[src/rtl/pdf_pkg.sv]
package pdf_pkg;

  typedef enum logic [1:0] {
    DST_DSP  = 2'b00,
    DST_ROOT = 2'b01,
    DST_FUNC = 2'b10,
    DST_RSVD = 2'b11
  } dst_class_e;

  localparam int DEC_W    = 3;
  localparam int BIT_FWD  = 0;
  localparam int BIT_UR   = 1;
  localparam int BIT_DROP = 2;

  localparam logic [DEC_W-1:0] DEC_FWD  = 3'b001;
  localparam logic [DEC_W-1:0] DEC_UR   = 3'b010;
  localparam logic [DEC_W-1:0] DEC_DROP = 3'b100;
  localparam logic [DEC_W-1:0] DEC_NONE = 3'b000;

  function automatic logic iso_condition(input logic mask, input logic link_up);
    return mask & ~link_up;
  endfunction

  function automatic logic is_peer(input logic [1:0] cls, input logic port_ok);
    return (cls == DST_DSP) && port_ok;
  endfunction

  function automatic logic is_silent(input logic internal, input logic root_bound);
    return internal & root_bound;
  endfunction

  function automatic logic [DEC_W-1:0] disposition(
    input logic       iso,
    input logic [1:0] cls,
    input logic       port_ok,
    input logic       internal,
    input logic       root_bound
  );
    logic [DEC_W-1:0] r;
    if (!iso)                               r = DEC_FWD;
    else if (is_silent(internal, root_bound)) r = DEC_DROP;
    else if (is_peer(cls, port_ok))         r = DEC_FWD;
    else                                    r = DEC_UR;
    return r;
  endfunction

  function automatic logic in_flight_next(
    input logic busy, input logic start, input logic stop
  );
    return start ? ~stop : (busy & ~stop);
  endfunction

endpackage

[src/rtl/pdf_mode_gate.sv]
module pdf_mode_gate
  import pdf_pkg::*;
(
  input  logic clk,
  input  logic rst_n,
  input  logic lnk_rst_mask,
  input  logic up_link_up,
  input  logic desc_valid,
  input  logic pkt_end,
  output logic iso_mode,
  output logic in_pkt,
  output logic mode_upd
);
  logic iso_raw;
  logic iso_q;
  logic busy_q;

  assign iso_raw  = iso_condition(lnk_rst_mask, up_link_up);
  assign mode_upd = ~busy_q & ~desc_valid;

  always_ff @(posedge clk or negedge rst_n) begin
    if (!rst_n) begin
      busy_q <= 1'b0;
      iso_q  <= 1'b0;
    end else begin
      busy_q <= in_flight_next(busy_q, desc_valid, pkt_end);
      if (mode_upd) iso_q <= iso_raw;
    end
  end

  assign iso_mode = iso_q;
  assign in_pkt   = busy_q;
endmodule

[src/rtl/pdf_classify.sv]
module pdf_classify
  import pdf_pkg::*;
#(
  parameter int NUM_DSP = 6,
  parameter int PORT_W  = 3
) (
  input  logic              iso_mode,
  input  logic [1:0]        cls,
  input  logic [PORT_W-1:0] port,
  input  logic              internal,
  input  logic              root_bound,
  output logic              port_ok,
  output logic [DEC_W-1:0]  verdict
);
  localparam int CMP_W = PORT_W + 1;
  localparam logic [CMP_W-1:0] PORT_LIM = CMP_W'(NUM_DSP);

  assign port_ok = ({1'b0, port} < PORT_LIM);
  assign verdict = disposition(iso_mode, cls, port_ok, internal, root_bound);
endmodule

[src/rtl/pdf_dec_reg.sv]
module pdf_dec_reg
  import pdf_pkg::*;
(
  input  logic             clk,
  input  logic             rst_n,
  input  logic             take,
  input  logic [DEC_W-1:0] verdict,
  output logic             dec_valid,
  output logic [DEC_W-1:0] dec
);
  always_ff @(posedge clk or negedge rst_n) begin
    if (!rst_n) begin
      dec_valid <= 1'b0;
      dec       <= DEC_NONE;
    end else begin
      dec_valid <= take;
      dec       <= take ? verdict : DEC_NONE;
    end
  end
endmodule

[src/rtl/pdf_pwr_couple.sv]
module pdf_pwr_couple #(
  parameter int NUM_DSP = 6
) (
  input  logic               iso_mode,
  output logic [NUM_DSP-1:0] pwr_tie
);
  for (genvar p = 0; p < NUM_DSP; p++) begin : g_port
    assign pwr_tie[p] = ~iso_mode;
  end
endmodule

[src/rtl/pdf_upstream_down_filter.sv]
module pdf_upstream_down_filter
  import pdf_pkg::*;
#(
  parameter int NUM_DSP = 6,
  parameter int PORT_W  = 3
) (
  input  logic               clk,
  input  logic               rst_n,
  input  logic               lnk_rst_mask,
  input  logic               up_link_up,
  input  logic               desc_valid,
  input  logic [1:0]         desc_class,
  input  logic [PORT_W-1:0]  desc_port,
  input  logic               desc_internal,
  input  logic               desc_root_bound,
  input  logic               pkt_end,
  output logic               dec_valid,
  output logic [2:0]         dec,
  output logic [NUM_DSP-1:0] pwr_tie
);
  logic             iso_mode;
  logic             in_pkt;
  logic             mode_upd;
  logic             port_ok;
  logic [DEC_W-1:0] verdict;

  pdf_mode_gate u_gate (
    .clk          (clk),
    .rst_n        (rst_n),
    .lnk_rst_mask (lnk_rst_mask),
    .up_link_up   (up_link_up),
    .desc_valid   (desc_valid),
    .pkt_end      (pkt_end),
    .iso_mode     (iso_mode),
    .in_pkt       (in_pkt),
    .mode_upd     (mode_upd)
  );

  pdf_classify #(.NUM_DSP(NUM_DSP), .PORT_W(PORT_W)) u_cls (
    .iso_mode   (iso_mode),
    .cls        (desc_class),
    .port       (desc_port),
    .internal   (desc_internal),
    .root_bound (desc_root_bound),
    .port_ok    (port_ok),
    .verdict    (verdict)
  );

  pdf_dec_reg u_dec (
    .clk       (clk),
    .rst_n     (rst_n),
    .take      (desc_valid),
    .verdict   (verdict),
    .dec_valid (dec_valid),
    .dec       (dec)
  );

  pdf_pwr_couple #(.NUM_DSP(NUM_DSP)) u_pwr (
    .iso_mode (iso_mode),
    .pwr_tie  (pwr_tie)
  );
endmodule

[config.mk]
export PLATFORM = sky130hd
export DESIGN_NAME = pdf_upstream_down_filter
export DESIGN_NICKNAME = d
export VERILOG_FILES = /design/src/rtl/pdf_pkg.sv /design/src/rtl/pdf_mode_gate.sv /design/src/rtl/pdf_classify.sv /design/src/rtl/pdf_dec_reg.sv /design/src/rtl/pdf_pwr_couple.sv /design/src/rtl/pdf_upstream_down_filter.sv
export SDC_FILE = /design/constraint.sdc
export NUM_CORES = 1
export LEC_CHECK = 0
export BUFFER_PORTS_ARGS = -buffer_cell sky130_fd_sc_hd__buf_2
export CAP_MARGIN = 20
export CORE_AREA = 8 8 45 47
export CTS_CLUSTER_DIAMETER = 200
export DETAILED_ROUTE_END_ITERATION = 10
export DIE_AREA = 0 0 53 55
export PLACE_DENSITY_LB_ADDON = 0.12
export SLEW_MARGIN = 0
export SYNTH_ARGS = -nofsm -noshare
export SYNTH_HDL_FRONTEND = slang
export SYNTH_SLANG_ARGS = --single-unit
[constraint.sdc]
create_clock -name clk -period 2.3 [get_ports clk]
set_input_delay 0.46 -clock clk [delete_from_list [all_inputs] [get_ports clk]]
set_output_delay 0.46 -clock clk [all_outputs]
set_load 0.005 [all_outputs]
=== Yosys cells after proc, flatten, opt, wreduce, memory -nomap -nowiden ===
Index checks and enable logic that the tools add are counted.

* Bitwise gates (word level): 9
* Magnitude comparators: 1
* Reduce and logical (&&, ||, !) cells: 2
* Mux-type cells: 5

{| class="wikitable"
|+ Operator list
! cell !! count
|-
| 2-to-1 mux 3 bit || 3
|-
| inverter 1 bit || 5
|-
| AND 1 bit || 4
|-
| < comparator 3 bit (second input constant) || 1
|-
| logical NOT 2 bit || 1
|-
| 2-to-1 mux 2 bit || 1
|-
| logical AND 1 bit || 1
|-
| 2-to-1 mux 1 bit || 1
|}

* Input port bits: 13
* Flip-flop bits (word level): 6
* Logic and storage cells: 21

=== Logic depth before layout (Yosys ltp) ===
* Depth in word-level cells: 6
* Gate-level depth with buffers: 2
* Mapped depth without buffers: 2

=== Cells and area by module ===
Synthesis repeated with hierarchy kept, for this count alone.

* Cells, all modules: 26
* Area, all modules: 281.5 µm²

{| class="wikitable"
|+ Modules (own cells, without submodules)
! module !! area an instance (µm²) !! instances !! cells an instance
|-
| pdf_dec_reg || 118.9 || 1 || 7
|-
| pdf_mode_gate || 82.6 || 1 || 7
|-
| pdf_pwr_couple || 41.3 || 1 || 6
|-
| pdf_classify || 38.8 || 1 || 6
|}

=== Least setup slack after synthesis ===
OpenSTA, ideal clock, no wires.

* Kind: input to register
* Start: input port desc_valid
* End: register u_gate.iso_q, in the netlist u_gate.iso_mode
* Setup slack: 1195 ps
* Cell stages on the path: 2
* Arrival: 1022 ps
* Library setup time: 83 ps
* Buffers on the path: 0
* Cells stage by stage: or4b_1 o21ai_0

* Word-level cells in the longest chain between the ends: 2

{| class="wikitable"
|+ RTL lines
! item !! RTL line !! RTL
|-
| start: declaration || pdf_upstream_down_filter.sv:11 || <nowiki>input logic desc_valid,</nowiki>
|-
| inverter 1 bit || pdf_mode_gate.sv:19 || <nowiki>assign mode_upd = ~busy_q & ~desc_valid;</nowiki>
|-
| AND 1 bit || pdf_mode_gate.sv:19 ||
|-
| end signal: assignment || pdf_mode_gate.sv:27 || <nowiki>if (mode_upd) iso_q <= iso_raw;</nowiki>
|-
| end: declaration || pdf_mode_gate.sv:15 || <nowiki>logic iso_q;</nowiki>
|}

Every way passes these cells.
A chain may end at the register's enable or synchronous reset.

=== Worst setup path after layout ===
* Start: register u_gate.iso_q, in the netlist u_gate.iso_mode
* End: output port pwr_tie[5]

* Word-level cells in the longest chain between the ends: 1

{| class="wikitable"
|+ RTL lines
! item !! RTL line !! RTL
|-
| inverter 1 bit || pdf_pwr_couple.sv:8 || <nowiki>assign pwr_tie[p] = ~iso_mode;</nowiki>
|-
| end: declaration || pdf_upstream_down_filter.sv:19 || <nowiki>output logic [NUM_DSP-1:0] pwr_tie</nowiki>
|}

Every way passes these cells.

==> impl_metrics.ini <==
[timing]
skew_ns = 0.00316
finalCriticalPeriod_ns = 1.37
max_freq_mhz = 732
rsz0062_at_grt = no
relSlewSlack_pct = 81.5
tightestPinTransition_ns = 0.275
setup_tns_ns = 0
min_period_over_period_pct = 59.4
finalSetupViolCount = 0
hold_viol = 0
drv_slew = 0

[global_routing]
grt_max_degree = 8
grt_pass1_vias = 233
grt_pass1_wl_um = 952
antenna_found_initial = 0
overflow = 0
grt_usage_pct = 4.50

[power_and_ir_drop]
p_per_area_nw_per_um2 = 688
clockPowerShare_pct = 37.3
p_int_mw = 0.194
ir_drop_mv = 0.291
seq_power_share_pct = 46.1
switching_share_pct = 22.8
pwr-share-comb_pct = 16.6
p_leak_nw = 0.194
power_switching_mw = 0.0573

[die]
die_area_um2 = 2920
ios = 23
die_w_um = 53
core_region_area_um2 = 1380
std_cell_rows = 14
initial_utilization_pct = 18.4
die_h_um = 55

[drt]
ant_nets = 0
viasPerCell = 3.67
wl_um = 612
vias = 213
drc = 0
firstDrtPassIters = 2
drtIter0Drc = 2
wl_per_cell_um = 10.6

[clock_network]
cts_resized = 0
clk_pin_slew_ns = 0.04
cts_hold_buf = 0
cts_buffer_depth = 2
numCtsBuffers = 3
clock-sinks = 6
tritoncts = built
post_cts_buffers = 0
clkLatencyLatePin_ns = 0.24
cts.htree.levels = 1
cts-root-buf = clkbuf_4

[worst_setup_path]
worstReg2RegStart = u_gate.in_pkt
cp_slowest_stage_delay_ns = 0.38
crit_type = register to primary output
crit_required_ns = 1.84
reg2reg_to = u_gate.iso_mode
crit_arrival_ns = 0.91
cp-end-kind = primary output
crit_chain = inv_1 -> buf_2
cpMaxStageDelayCell = dfrtp_1
path_max_fanout = 7
reg2reg_depth = 2
r2r_setup_slack_ns = 1.32
critPathLaunchType = register

[cells_and_area]
synthToLayoutAreaGrowth_pct = 43.1
regArea_um2 = 150
final_util_pct = 26.4
nNetsFinal = 57
nFillCells = 147
layout-drive-gt1-share_pct = 59.5
antenna_cells = 0
multi_input_area_um2 = 63.8

[yosys]
synthTopCellsByCount = dfrtp_1 (6), buf_4 (5), nor2_1 (3), nand2_1 (2)
synth_nets = 36
yosysTopAreaCell = dfrtp_1
synth_edf_count = 0
avgSynthCellArea_um2 = 11.1
yosysMostFrequentCell = dfrtp_1
synthCells = 23
synth.top_cell.area_share_pct = 58.8
synth_seq_cells = 6
synth.cell_area_um2 = 255
postSynth.asyncResetShare_pct = 100
yosysSeqAreaShare_pct = 58.8
synthDistinctLibCells = 11
yosysWarningCount = 0
synth.area.top_cells = dfrtp_1 (59%), buf_4 (15%), nor2_1 (4.4%), or4b_1 (3.9%), a31o_2 (3.4%)
synth_ff_type = dfrtp_1

[status]
status = finished, final reports clean

[placement]
gp_congestion = 0.693
dpl.hpwl_um = 545
io_buffers = 21

[job]
drv_cap = 0

[hold_path]
hp-class = primary input to asynchronous set/reset pin
==> power groups by stage <==
stage | logic [mW] | clock network, mW | registers [mW]
5_1_grt | 0.0474 | 0.106 | 0.117
4_1_cts | 0.0437 | 0.101 | 0.116
3_5_place_dp | 0.0435 | 0 | 0.117
6_report | 0.0418 | 0.0937 | 0.116
3_3_place_gp | 0.0434 | 0 | 0.117
2_1_floorplan | 0.0267 | 0 | 0.118
==> worst max-delay path: cells and delay by family (launching register included) <==
family / cells / cell delay [ns]
DFF: 1 / 0.38
buffers and inverters: 2 / 0.28
==> routing by layer <==
metal  GRT usage (%)  vias up  wire [µm]
li1                -      112          -
met1            3.85       93        212
met2            7.81        8        333
met3            4.55        0         66
met4               0        0          0
met5               0        -          0
==> flip-flops by register name, indices dropped and copies added (netlist names) <==
signal / count
u_dec.dec: 3
u_gate.in_pkt: 1
u_dec.dec_valid: 1
u_gate.iso_mode: 1
==> final cells by class <==
cell class	count	area share, %
repair buffers	21	28.8
clock buffers	3	6.16
inverters	1	1.03
flip-flops and latches	6	41.1
multi-input cells	11	17.5
well taps	16	5.48
==> per-stage QoR <==
| stage | hold WS (ns) | cell area (µm²) | instances | total power, mW | setup WS, ns |
|---|---|---|---|---|---|
| floorplan | 0.164 | 255 | 23 | 0.145 | 1.19 |
| global placement | 0.290 | 343 | 55 | 0.161 | 1.05 |
| detailed placement | 0.292 | 343 | 55 | 0.161 | 1.03 |
| CTS | 0.0309 | 365 | 58 | 0.260 | 0.912 |
| global route | 0.0332 | 365 | 58 | 0.270 | 0.881 |
| finish | 0.0339 | 365 | 58 | 0.251 | 0.935 |
==> cells in the final DEF, fill, tap and decap left out, drive strengths merged <==
master,synthesis,layout
o21ai,1,1
buf,5,21
or4b,1,1
dfrtp,6,6
nor2,3,3
nor2b,1,1
clkbuf,0,3
inv,1,1
a211oi,1,1
nand2,2,2
nor3b,1,1
a31o,1,1
==> how the worst max path moves through the flow <==
| stage | from | cells after the start | endpoint | slack [ns] |
|---|---|---|---|---|
| finish | u_gate.iso_mode | 2 | pwr_tie[5] | 0.93 |
| global route | u_gate.iso_mode | 2 | pwr_tie[3] | 0.88 |
| detailed placement | desc_valid | 3 | u_gate.iso_mode | 1.03 |
| global placement | desc_valid | 3 | u_gate.iso_mode | 1.05 |
| CTS | u_gate.iso_mode | 2 | pwr_tie[5] | 0.91 |
| floorplan | u_gate.iso_mode | 2 | pwr_tie[1] | 1.19 |
==> cells by family (layout without fill, tap and decap cells) <==
family	after synthesis	after routing	share of synthesized area [%]
buf+inv	6	25	16.2
compound gates	3	3	8.33
flops	6	6	58.8
simple gates	8	8	16.7
No activity file was read; power rests on OpenSTA's default activity.
